<file path="src/rtl/ptr_pkg.sv">
package ptr_pkg;

  typedef enum logic [2:0] {
    MODE_PLAIN   = 3'd0,
    MODE_POSTINC = 3'd1,
    MODE_POSTDEC = 3'd2,
    MODE_PREINC  = 3'd3,
    MODE_OFFSET  = 3'd4
  } accMode_e;

  // strobes from control to datapath
  typedef struct packed {
    logic hit;      // access targets a real pointer
    logic addrInc;  // address is pointer + 1
    logic addrOff;  // address is pointer + wreg
    logic modify;   // pointer is rewritten by the access
    logic stepDown; // rewrite is pointer - 1 (else + 1)
  } ptrCtl_t;

endpackage

</file>
<file path="src/rtl/ptr_ctrl.sv">
module ptr_ctrl
  import ptr_pkg::*;
#(
  parameter int NUM_PTR = 3,
  localparam int SEL_W = (NUM_PTR > 1) ? $clog2(NUM_PTR) : 1
) (
  input  logic               clk,
  input  logic               rstN,
  input  logic               accEn,
  input  logic [SEL_W-1:0]   accSel,
  input  logic [2:0]         accMode,
  input  logic               loadEn,
  input  logic [SEL_W-1:0]   loadSel,
  input  logic               byteWrEn,
  input  logic [SEL_W-1:0]   byteSel,
  output ptrCtl_t            ctl,
  output logic [NUM_PTR-1:0] ldHot,
  output logic [NUM_PTR-1:0] byteHot,
  output logic [NUM_PTR-1:0] modHot
);

  logic accHit;
  logic [NUM_PTR-1:0] ldRaw, byteRaw, modRaw;

  assign accHit = accEn && (32'(accSel) < NUM_PTR);

  always_comb begin
    ctl = '0;
    ctl.hit = accHit;
    if (accHit) begin
      case (accMode)
        MODE_POSTINC: begin
          ctl.modify = 1'b1;
        end
        MODE_POSTDEC: begin
          ctl.modify   = 1'b1;
          ctl.stepDown = 1'b1;
        end
        MODE_PREINC: begin
          ctl.modify  = 1'b1;
          ctl.addrInc = 1'b1;
        end
        MODE_OFFSET: begin
          ctl.addrOff = 1'b1;
        end
        default: begin
          // plain and reserved codes: address is the pointer itself
        end
      endcase
    end
  end

  // per-pointer enables, priority load > byte write > auto-modify
  for (genvar i = 0; i < NUM_PTR; i++) begin : g_hot
    assign ldRaw[i]   = loadEn   && (loadSel == SEL_W'(i));
    assign byteRaw[i] = byteWrEn && (byteSel == SEL_W'(i));
    assign modRaw[i]  = ctl.modify && (accSel == SEL_W'(i));
    assign ldHot[i]   = ldRaw[i];
    assign byteHot[i] = byteRaw[i] && !ldRaw[i];
    assign modHot[i]  = modRaw[i] && !ldRaw[i] && !byteRaw[i];
  end

  assert_ctl_onehot_R10: assert property (@(posedge clk) disable iff (!rstN)
    $onehot0(modHot));

  for (genvar i = 0; i < NUM_PTR; i++) begin : g_chk
    assert_single_writer_R11: assert property (@(posedge clk) disable iff (!rstN)
      $countones({ldHot[i], byteHot[i], modHot[i]}) <= 1);
  end

  assert_off_no_modify_R8: assert property (@(posedge clk) disable iff (!rstN)
    (accHit && accMode == MODE_OFFSET) |-> (modHot == '0));

endmodule

</file>
<file path="src/rtl/ptr_datapath.sv">
module ptr_datapath
  import ptr_pkg::*;
#(
  parameter int NUM_PTR = 3,
  parameter int ADDR_W  = 12,
  parameter int BYTE_W  = 8,
  localparam int SEL_W = (NUM_PTR > 1) ? $clog2(NUM_PTR) : 1,
  localparam int HI_W  = ADDR_W - BYTE_W
) (
  input  logic               clk,
  input  logic               rstN,
  input  ptrCtl_t            ctl,
  input  logic [NUM_PTR-1:0] ldHot,
  input  logic [NUM_PTR-1:0] byteHot,
  input  logic [NUM_PTR-1:0] modHot,
  input  logic [SEL_W-1:0]   accSel,
  input  logic [BYTE_W-1:0]  wreg,
  input  logic [ADDR_W-1:0]  loadVal,
  input  logic               byteHi,
  input  logic [BYTE_W-1:0]  byteData,
  input  logic [SEL_W-1:0]   rdSel,
  input  logic               rdHi,
  output logic [BYTE_W-1:0]  rdData,
  output logic [ADDR_W-1:0]  effAddr
);

  logic [ADDR_W-1:0] ptrQ [NUM_PTR];
  logic [ADDR_W-1:0] selPtr;
  logic [ADDR_W-1:0] ptrUp, ptrDown, ptrOff, modVal;
  logic pastValid;

  always_comb begin
    selPtr = '0;
    for (int i = 0; i < NUM_PTR; i++)
      if (accSel == SEL_W'(i)) selPtr = ptrQ[i];
  end

  assign ptrUp   = selPtr + ADDR_W'(1);
  assign ptrDown = selPtr - ADDR_W'(1);
  assign ptrOff  = selPtr + {{HI_W{1'b0}}, wreg};
  assign modVal  = ctl.stepDown ? ptrDown : ptrUp;

  always_comb begin
    if (!ctl.hit)         effAddr = '0;
    else if (ctl.addrInc) effAddr = ptrUp;
    else if (ctl.addrOff) effAddr = ptrOff;
    else                  effAddr = selPtr;
  end

  for (genvar i = 0; i < NUM_PTR; i++) begin : g_ptr
    always_ff @(posedge clk or negedge rstN) begin
      if (!rstN)
        ptrQ[i] <= '0;
      else if (ldHot[i])
        ptrQ[i] <= loadVal;
      else if (byteHot[i]) begin
        if (byteHi) ptrQ[i][ADDR_W-1:BYTE_W] <= byteData[HI_W-1:0];
        else        ptrQ[i][BYTE_W-1:0]      <= byteData;
      end else if (modHot[i])
        ptrQ[i] <= modVal;
    end
  end

  always_comb begin
    rdData = '0;
    for (int i = 0; i < NUM_PTR; i++)
      if (rdSel == SEL_W'(i))
        rdData = rdHi ? {{(BYTE_W-HI_W){1'b0}}, ptrQ[i][ADDR_W-1:BYTE_W]}
                      : ptrQ[i][BYTE_W-1:0];
  end

  always_ff @(posedge clk or negedge rstN) begin
    if (!rstN) pastValid <= 1'b0;
    else       pastValid <= 1'b1;
  end

  assert_rd_hi_zero_R3: assert property (@(posedge clk) disable iff (!rstN)
    rdHi |-> (rdData[BYTE_W-1:HI_W] == '0));

  for (genvar i = 0; i < NUM_PTR; i++) begin : g_chk
    assert_step_up_R5: assert property (@(posedge clk) disable iff (!rstN)
      (pastValid && modHot[i] && !ctl.stepDown) |=> (ptrQ[i] == $past(ptrQ[i]) + ADDR_W'(1)));
    assert_step_down_R6: assert property (@(posedge clk) disable iff (!rstN)
      (pastValid && modHot[i] && ctl.stepDown) |=> (ptrQ[i] == $past(ptrQ[i]) - ADDR_W'(1)));
    assert_hold_R10: assert property (@(posedge clk) disable iff (!rstN)
      (pastValid && !ldHot[i] && !byteHot[i] && !modHot[i]) |=> $stable(ptrQ[i]));
    assert_load_R2: assert property (@(posedge clk) disable iff (!rstN)
      (pastValid && ldHot[i]) |=> (ptrQ[i] == $past(loadVal)));
  end

  assert_preinc_addr_R7: assert property (@(posedge clk) disable iff (!rstN)
    (ctl.addrInc && modHot != '0) |=> (ptrQ[$past(accSel)] == $past(effAddr)));

endmodule

</file>
<file path="src/rtl/indirect_ptr_unit.sv">
module indirect_ptr_unit
  import ptr_pkg::*;
#(
  parameter int NUM_PTR = 3,
  parameter int ADDR_W  = 12,
  parameter int BYTE_W  = 8,
  localparam int SEL_W = (NUM_PTR > 1) ? $clog2(NUM_PTR) : 1
) (
  input  logic              clk,
  input  logic              rstN,
  input  logic              accEn,
  input  logic [SEL_W-1:0]  accSel,
  input  logic [2:0]        accMode,
  input  logic [BYTE_W-1:0] wreg,
  input  logic              loadEn,
  input  logic [SEL_W-1:0]  loadSel,
  input  logic [ADDR_W-1:0] loadVal,
  input  logic              byteWrEn,
  input  logic [SEL_W-1:0]  byteSel,
  input  logic              byteHi,
  input  logic [BYTE_W-1:0] byteData,
  input  logic [SEL_W-1:0]  rdSel,
  input  logic              rdHi,
  output logic [BYTE_W-1:0] rdData,
  output logic [ADDR_W-1:0] effAddr,
  output logic              effValid
);

  ptrCtl_t ctl;
  logic [NUM_PTR-1:0] ldHot, byteHot, modHot;

  ptr_ctrl #(.NUM_PTR(NUM_PTR)) u_ctrl (
    .clk(clk), .rstN(rstN),
    .accEn(accEn), .accSel(accSel), .accMode(accMode),
    .loadEn(loadEn), .loadSel(loadSel),
    .byteWrEn(byteWrEn), .byteSel(byteSel),
    .ctl(ctl), .ldHot(ldHot), .byteHot(byteHot), .modHot(modHot)
  );

  ptr_datapath #(.NUM_PTR(NUM_PTR), .ADDR_W(ADDR_W), .BYTE_W(BYTE_W)) u_dp (
    .clk(clk), .rstN(rstN), .ctl(ctl),
    .ldHot(ldHot), .byteHot(byteHot), .modHot(modHot),
    .accSel(accSel), .wreg(wreg), .loadVal(loadVal),
    .byteHi(byteHi), .byteData(byteData),
    .rdSel(rdSel), .rdHi(rdHi), .rdData(rdData), .effAddr(effAddr)
  );

  assign effValid = ctl.hit;

endmodule

</file>
<file path="config.mk">
export PLATFORM = sky130hd
export DESIGN_NAME = indirect_ptr_unit
export DESIGN_NICKNAME = d
export VERILOG_FILES = /design/src/rtl/ptr_pkg.sv /design/src/rtl/ptr_ctrl.sv /design/src/rtl/ptr_datapath.sv /design/src/rtl/indirect_ptr_unit.sv
export SDC_FILE = /design/constraint.sdc
export NUM_CORES = 1
export LEC_CHECK = 0
export CELL_PAD_IN_SITES_DETAIL_PLACEMENT = 1
export CELL_PAD_IN_SITES_GLOBAL_PLACEMENT = 2
export CORE_MARGIN = 2
export CORE_UTILIZATION = 29
export CTS_BUF_LIST = sky130_fd_sc_hd__clkbuf_2
export DETAILED_ROUTE_END_ITERATION = 16
export PLACE_DENSITY_LB_ADDON = 0.1
export SYNTH_ARGS = -nofsm -noshare
export SYNTH_HDL_FRONTEND = slang
export SYNTH_SLANG_ARGS = --single-unit
</file>
<file path="constraint.sdc">
create_clock -name clk -period 3.9 [get_ports clk]
set_clock_uncertainty 0.15 [all_clocks]
set_input_delay 0.78 -clock clk [delete_from_list [all_inputs] [get_ports clk]]
set_output_delay 0.78 -clock clk [all_outputs]
set_load 0.01 [all_outputs]
</file>
==> results of run 1 <==
worst min-delay path, stage by stage (launching register included):
cell,delay (ns)
dfrtp_1,0.41
a21oi_1,0.07
o21ai_1,0.06
stage by stage:
stage	cell area, µm²	utilization
finish	5663	0.4487
global route	5663	0.4487
global placement	5209	0.4128
detailed placement	5209	0.4128
floorplan	3775	-
CTS	5630	0.4462
cell usage after synthesis (4+ instances only):
cell       instances  area (µm²)
nand2_1           30       112.6
xnor2_1           14       122.6
dfrtp_1           36       900.9
o21ai_1            4       20.02
a211oi_1          14       105.1
o21a_1             5       37.54
clkbuf_1          22       82.58
o211ai_1           5       37.54
nand4_1            4       25.02
a222oi_1           8       80.08
o21ai_0           32       160.2
o2bb2ai_1          4       35.03
nor2_1            61       229.0
a31oi_1            5       31.28
nor4_1             4       25.02
nand3_1            6       30.03
nor3_1            16       80.08
ha_1              10       125.1
a22oi_1           14       105.1
inv_1             15       56.30
or3_1              6       37.54
xor2_1             4       35.03
mux2i_1           33       330.3
and3_1             4       25.02
a21oi_1           42       210.2
layout make-up:
class                           instances  area, µm²  area share
Clock buffer                            5      25.02    0.004419
Sequential cell                        36      900.9      0.1591
Timing Repair Buffer                  171       1449      0.2559
Tap cell                              172      215.2     0.03800
Clock inverter                          3      42.54    0.007512
Multi-Input combinational cell        393       2970      0.5245
Inverter                               16      60.06     0.01061
how the worst max path moves through the flow:
stage          startpoint          end  slack, ns
2_1_floorplan   accSel[1]   effAddr[8]      -0.05
3_3_place_gp    accSel[0]  effAddr[10]       -1.0
3_5_place_dp    accSel[0]  effAddr[10]      -1.05
4_1_cts         accSel[0]  effAddr[10]      -0.22
5_1_grt         accSel[0]  effAddr[10]      -0.07
6_report        accSel[0]  effAddr[10]       0.04
cell families after synthesis:
group	synth area share
xor+xnor	0.04208
mux	0.08818
fa+ha+maj	0.03874
simple gates	0.2148
compound gates	0.3230
buf+inv	0.05277
flops	0.2405
metal layers:
layer / part of all wire / track usage / wire (µm)
met5: 0 / 0 / 0
met4: 0.023 / 0.05196 / 381
met3: 0.045 / 0.02568 / 744
met2: 0.45 / 0.3728 / 7478
met1: 0.48 / 0.3487 / 8075
timing repair:
| action | in CTS | in global routing |
|---|---|---|
| buffers inserted | 11 | 4 |
| gates resized for setup | 93 | 17 |
| endpoints found under the setup margin | 12 | 8 |
| pin swaps | 30 | 24 |
where the power goes:
part	total, W	internal, W	switching (W)
clock	0.000254	0.000107	0.000147
sequential	0.000619	0.000474	0.000145
combinational	0.00123	0.000619	0.000608
layout by cell type (no fill, tap or decap), types with 6 or more instances in the layout:
master,instances
a22oi_1,14
or3_1,6
a222oi_1,8
buf_4,99
dfrtp_1,36
mux2i_1,26
clkbuf_2,6
nand3_1,6
nand2_1,30
clkdlybuf4s50_1,52
inv_1,12
a211oi_1,14
ha_4,7
o21ai_0,30
nor2_1,60
buf_2,7
buf_6,6
a21oi_1,40
xnor2_1,14
nor3_1,14
==> results.json, run 1 <==
{
  "numCtsBuffers": 5,
  "p_leak_nw": 2.325,
  "grt_pass1_vias": 4537,
  "track_usage": 0.2371,
  "synth_cells": 475,
  "tritoncts": "built",
  "syn-cell-area_um2": 3746,
  "maxSlewViolCount": 0,
  "htreeDepth": 2,
  "power.total_w": 0.002100,
  "hold_class": "register to register",
  "clock-sinks": 36,
  "path_depth": 14,
  "overflow": 0,
  "cp.arrival_ns": 2.93,
  "endpoint_kind": "output port",
  "drtIter0Drc": 311,
  "clk_pin_slew_ns": 0.20,
  "fin_ws_ns": 0.04316,
  "dp_cells": 776,
  "area_growth_pct": 51.17,
  "crit_required_ns": 2.97,
  "hold_ws_ns": 0.4089,
  "clockBufferDepth": 2,
  "r2r_end": "u_dp.ptrQ[11]$_DFFE_PN0P_",
  "critPathMaxStageDelay_ns": 0.36,
  "max_slew_margin": 0.5537,
  "fmax_mhz": 259.3,
  "antennaDiodeCount": 0,
  "path_max_fanout": 6,
  "path_cells": "buf_12 -> mux2i_4 -> o2bb2ai_4 -> ha_4 -> inv_2 -> fa_2 -> nor2b_4 -> o21ai_2 -> a21o_1 -> a31oi_4 -> o211ai_1 -> xnor2_1 -> nor2_1 -> buf_2",
  "insertion_delay_ns": 0.42,
  "power_density_nw_per_um2": 370.8,
  "drt-total-wl_mm": 16.68,
  "reg_top3": "u_dp.ptrQ (36)",
  "tns_ns": 0,
  "fin_cells": 796,
  "synth_edf_count": 0,
  "core_area_um2": 12620,
  "ir_drop_mv": 0.1390,
  "critical_path_class": "primary input to output port",
  "place_congestion": 0.8618,
  "max_cap_violations": 0,
  "place_ws_ns": -1.055,
  "hold_depth": 2,
  "finalCriticalPeriod_ns": 3.857,
  "wl_per_cell_um": 20.95,
  "dieWidth_um": 117.7,
  "tightest_slew_ns": 0.6635,
  "largest_reg_flops": 36,
  "antenna_found_initial": 0,
  "cts_hold_buf": 0,
  "start_util": 0.2968,
  "final-hold-violation-count": 0,
  "fp.dieH_um": 117.7,
  "cts_root_buffer": "clkbuf_2",
  "antenna_left": 0,
  "drive_gt1_frac": 0.2885,
  "rrSetupSlack_ns": 0.96,
  "die_area_um2": 13840,
  "crit_buf_inv": 3,
  "synth-async-reset-ratio": 1.000,
  "min_to": "u_dp.ptrQ[23]$_DFFE_PN0P_",
  "grt_start_max_net_pins": 37,
  "num_vias": 4404,
  "critPathTopFamily": "compound AO/OA/AOI/OAI gates",
  "hpwl_mm": 13.23,
  "ys_seq_elements": 36,
  "status": "finished clean",
  "largest-register": "u_dp.ptrQ",
  "ys_types": 69,
  "portBuffers": 66,
  "nNetsFinal": 680,
  "fillCellCount": 1538,
  "grt_setup_unrepaired": "yes",
  "r2r_cells": 10,
  "slowest_stage": "fa_2",
  "synthFlopType": "dfrtp_1",
  "yosysWarningCount": 0,
  "drcViolationCount": 0,
  "grt_pass1_wl_mm": 25.99,
  "yosysSeqAreaShare": 0.2405,
  "pin_count": 67,
  "syn_nets": 532,
  "period_share": 0.9889,
  "holdCritStartpoint": "u_dp.ptrQ[23]$_DFFE_PN0P_",
  "syn_area_per_cell_um2": 7.887,
  "r2r-start": "u_dp.ptrQ[14]$_DFFE_PN0P_",
  "setup_viol": 0,
  "routed_via_density": 5.533,
  "start_kind": "primary input",
  "first_pass_iters": 5,
  "fp-row-count": 41
}
No activity file was read; power rests on OpenSTA's default activity.
==> inputs of run 2 (changes only) <==
- PLACE_DENSITY_LB_ADDON: 0.1 -> 0.05
==> run 2 against run 1 <==
Hold slack improved by 0.0098 ns. Sequential power about the same. Utilization rose by 0.15 points. Combinational power about the same. Cell count rose by 0.13%. Largest power group unchanged. Design area rose by 0.33%. Critical path depth unchanged. The run now ends with setup timing left. Worst setup slack lost 0.10 ns. Non-clock buffer count grew 1. Via count grew 0.95%.
==> results.json, run 2 (synthesized netlist as in run 1, its figures left out) <==
{
  "antennaDiodeCount": 0,
  "hpwl_mm": 13.90,
  "reg_top3": "u_dp.ptrQ (36)",
  "track_usage": 0.2499,
  "drt-total-wl_mm": 17.57,
  "place_congestion": 0.8553,
  "crit_required_ns": 2.97,
  "fp-row-count": 41,
  "largest-register": "u_dp.ptrQ",
  "fmax_mhz": 252.7,
  "antenna_left": 0,
  "power_density_nw_per_um2": 375.0,
  "fin_cells": 797,
  "dp_cells": 778,
  "clk_pin_slew_ns": 0.20,
  "grt_pass1_wl_mm": 26.99,
  "htreeDepth": 2,
  "numCtsBuffers": 5,
  "die_area_um2": 13840,
  "grt_setup_unrepaired": "yes",
  "endpoint_kind": "output port",
  "tightest_slew_ns": 0.8179,
  "setup_viol": 2,
  "maxSlewViolCount": 0,
  "drtIter0Drc": 195,
  "clock-sinks": 36,
  "path_max_fanout": 7,
  "grt_start_max_net_pins": 37,
  "comb_power_share": 0.586,
  "core_area_um2": 12620,
  "drcViolationCount": 0,
  "tns_ns": -0.1066,
  "period_share": 1.015,
  "hold_ws_ns": 0.4187,
  "fin_ws_ns": -0.05778,
  "final-hold-violation-count": 0,
  "dieWidth_um": 117.7,
  "max_slew_margin": 0.4490,
  "clockBufferDepth": 2,
  "final_common_cell": "buf_4",
  "cts_hold_buf": 0,
  "cp.arrival_ns": 3.03,
  "power.total_w": 0.002131,
  "nNetsFinal": 681,
  "portBuffers": 66,
  "hold_class": "register to register",
  "violations": "setup timing",
  "overflow": 0,
  "largest_reg_flops": 36,
  "switchingPower_w": 0.0009306,
  "power_frac_clock": 0.124,
  "cts_root_buffer": "clkbuf_2",
  "p_seq_frac": 0.290,
  "max_cap_violations": 0,
  "p_int_w": 0.001200,
  "drive_gt1_frac": 0.2928,
  "finalCriticalPeriod_ns": 3.958,
  "area_growth_pct": 51.67,
  "antenna_found_initial": 0,
  "mostFrequentLayoutCells": "99 x buf_4, 60 x nor2_1, 54 x clkdlybuf4s50_1",
  "fp.dieH_um": 117.7,
  "insertion_delay_ns": 0.45,
  "routed_via_density": 5.578,
  "num_vias": 4446,
  "tritoncts": "built",
  "critical_path_class": "primary input to output port",
  "status": "finished with violations",
  "start_kind": "primary input",
  "wl_per_cell_um": 22.05,
  "p_leak_nw": 2.332,
  "first_pass_iters": 7,
  "pin_count": 67,
  "start_util": 0.2968,
  "grt_pass1_vias": 4666,
  "p_sw_frac": 0.4368,
  "ir_drop_mv": 0.2154
}
-- run 2: worst max-delay path, cell delays in order --
cell	delay [ns]
buf_8	0.10
buf_8	0.13
nor2b_4	0.18
buf_6	0.13
o2bb2ai_4	0.12
ha_1	0.25
a21o_1	0.20
a21oi_4	0.21
o211ai_1	0.15
a21o_1	0.19
a21oi_2	0.14
xor2_1	0.08
a211oi_1	0.20
buf_2	0.16
-- run 2: power by group through the flow --
stage | combinational, W | clock, W | sequential [W]
after global placement | 0.00108 | 0 | 0.000606
after detailed placement | 0.00110 | 0 | 0.000610
after global routing | 0.00136 | 0.000285 | 0.000629
final | 0.00125 | 0.000265 | 0.000618
after floorplan | 0.000610 | 0 | 0.000546
after CTS | 0.00118 | 0.000268 | 0.000615
-- run 2: final timing paths --
path                                                 from                         to  slack, ns  cells after the start
worst min-delay path            u_dp.ptrQ[20]$_DFFE_PN0P_  u_dp.ptrQ[20]$_DFFE_PN0P_       0.42                      2
min in group asynchronous                            rstN   u_dp.ptrQ[4]$_DFFE_PN0P_       0.57                      2
worst min register to register  u_dp.ptrQ[20]$_DFFE_PN0P_  u_dp.ptrQ[20]$_DFFE_PN0P_       0.42                      2
max in group asynchronous                            rstN   u_dp.ptrQ[9]$_DFFE_PN0P_       2.64                      2
worst max-delay path                            accSel[0]                 effAddr[7]      -0.06                     14
worst max register to register  u_dp.ptrQ[14]$_DFFE_PN0P_  u_dp.ptrQ[33]$_DFFE_PN0P_       0.91                     10
-- run 2: final cells by class --
cell class              count  area (µm²)
clock buffers               5       25.02
clock inverters             3       42.54
fillers                  1575        6938
inverters                  16       60.06
multi-input cells         393        2989
flip-flops and latches     36       900.9
well taps                 172       215.2
repair buffers            172        1449
-- run 2: per-layer routing --
layer	wire length, µm	GRT usage	part of all wire
met5	0	0	0
met1	8035	0.3411	0.46
met2	8543	0.4237	0.49
met3	673	0.02907	0.038
met4	319	0.05497	0.018
-- run 2: timing repair --
action	in CTS	in global routing
setup buffers	4	8
endpoints found under the hold margin	0	0
pin swaps	24	23
setup endpoints to repair	12	9
resized for setup	75	25
-- run 2: stage by stage --
stage               instance area, µm²  worst slack [ns]    util
global placement                  5224            -1.015  0.4139
finish                            5682          -0.05778  0.4502
detailed placement                5224            -1.169  0.4139
floorplan                         3775          -0.05142       -
global route                      5682           -0.1629  0.4502
CTS                               5505           -0.1470  0.4362
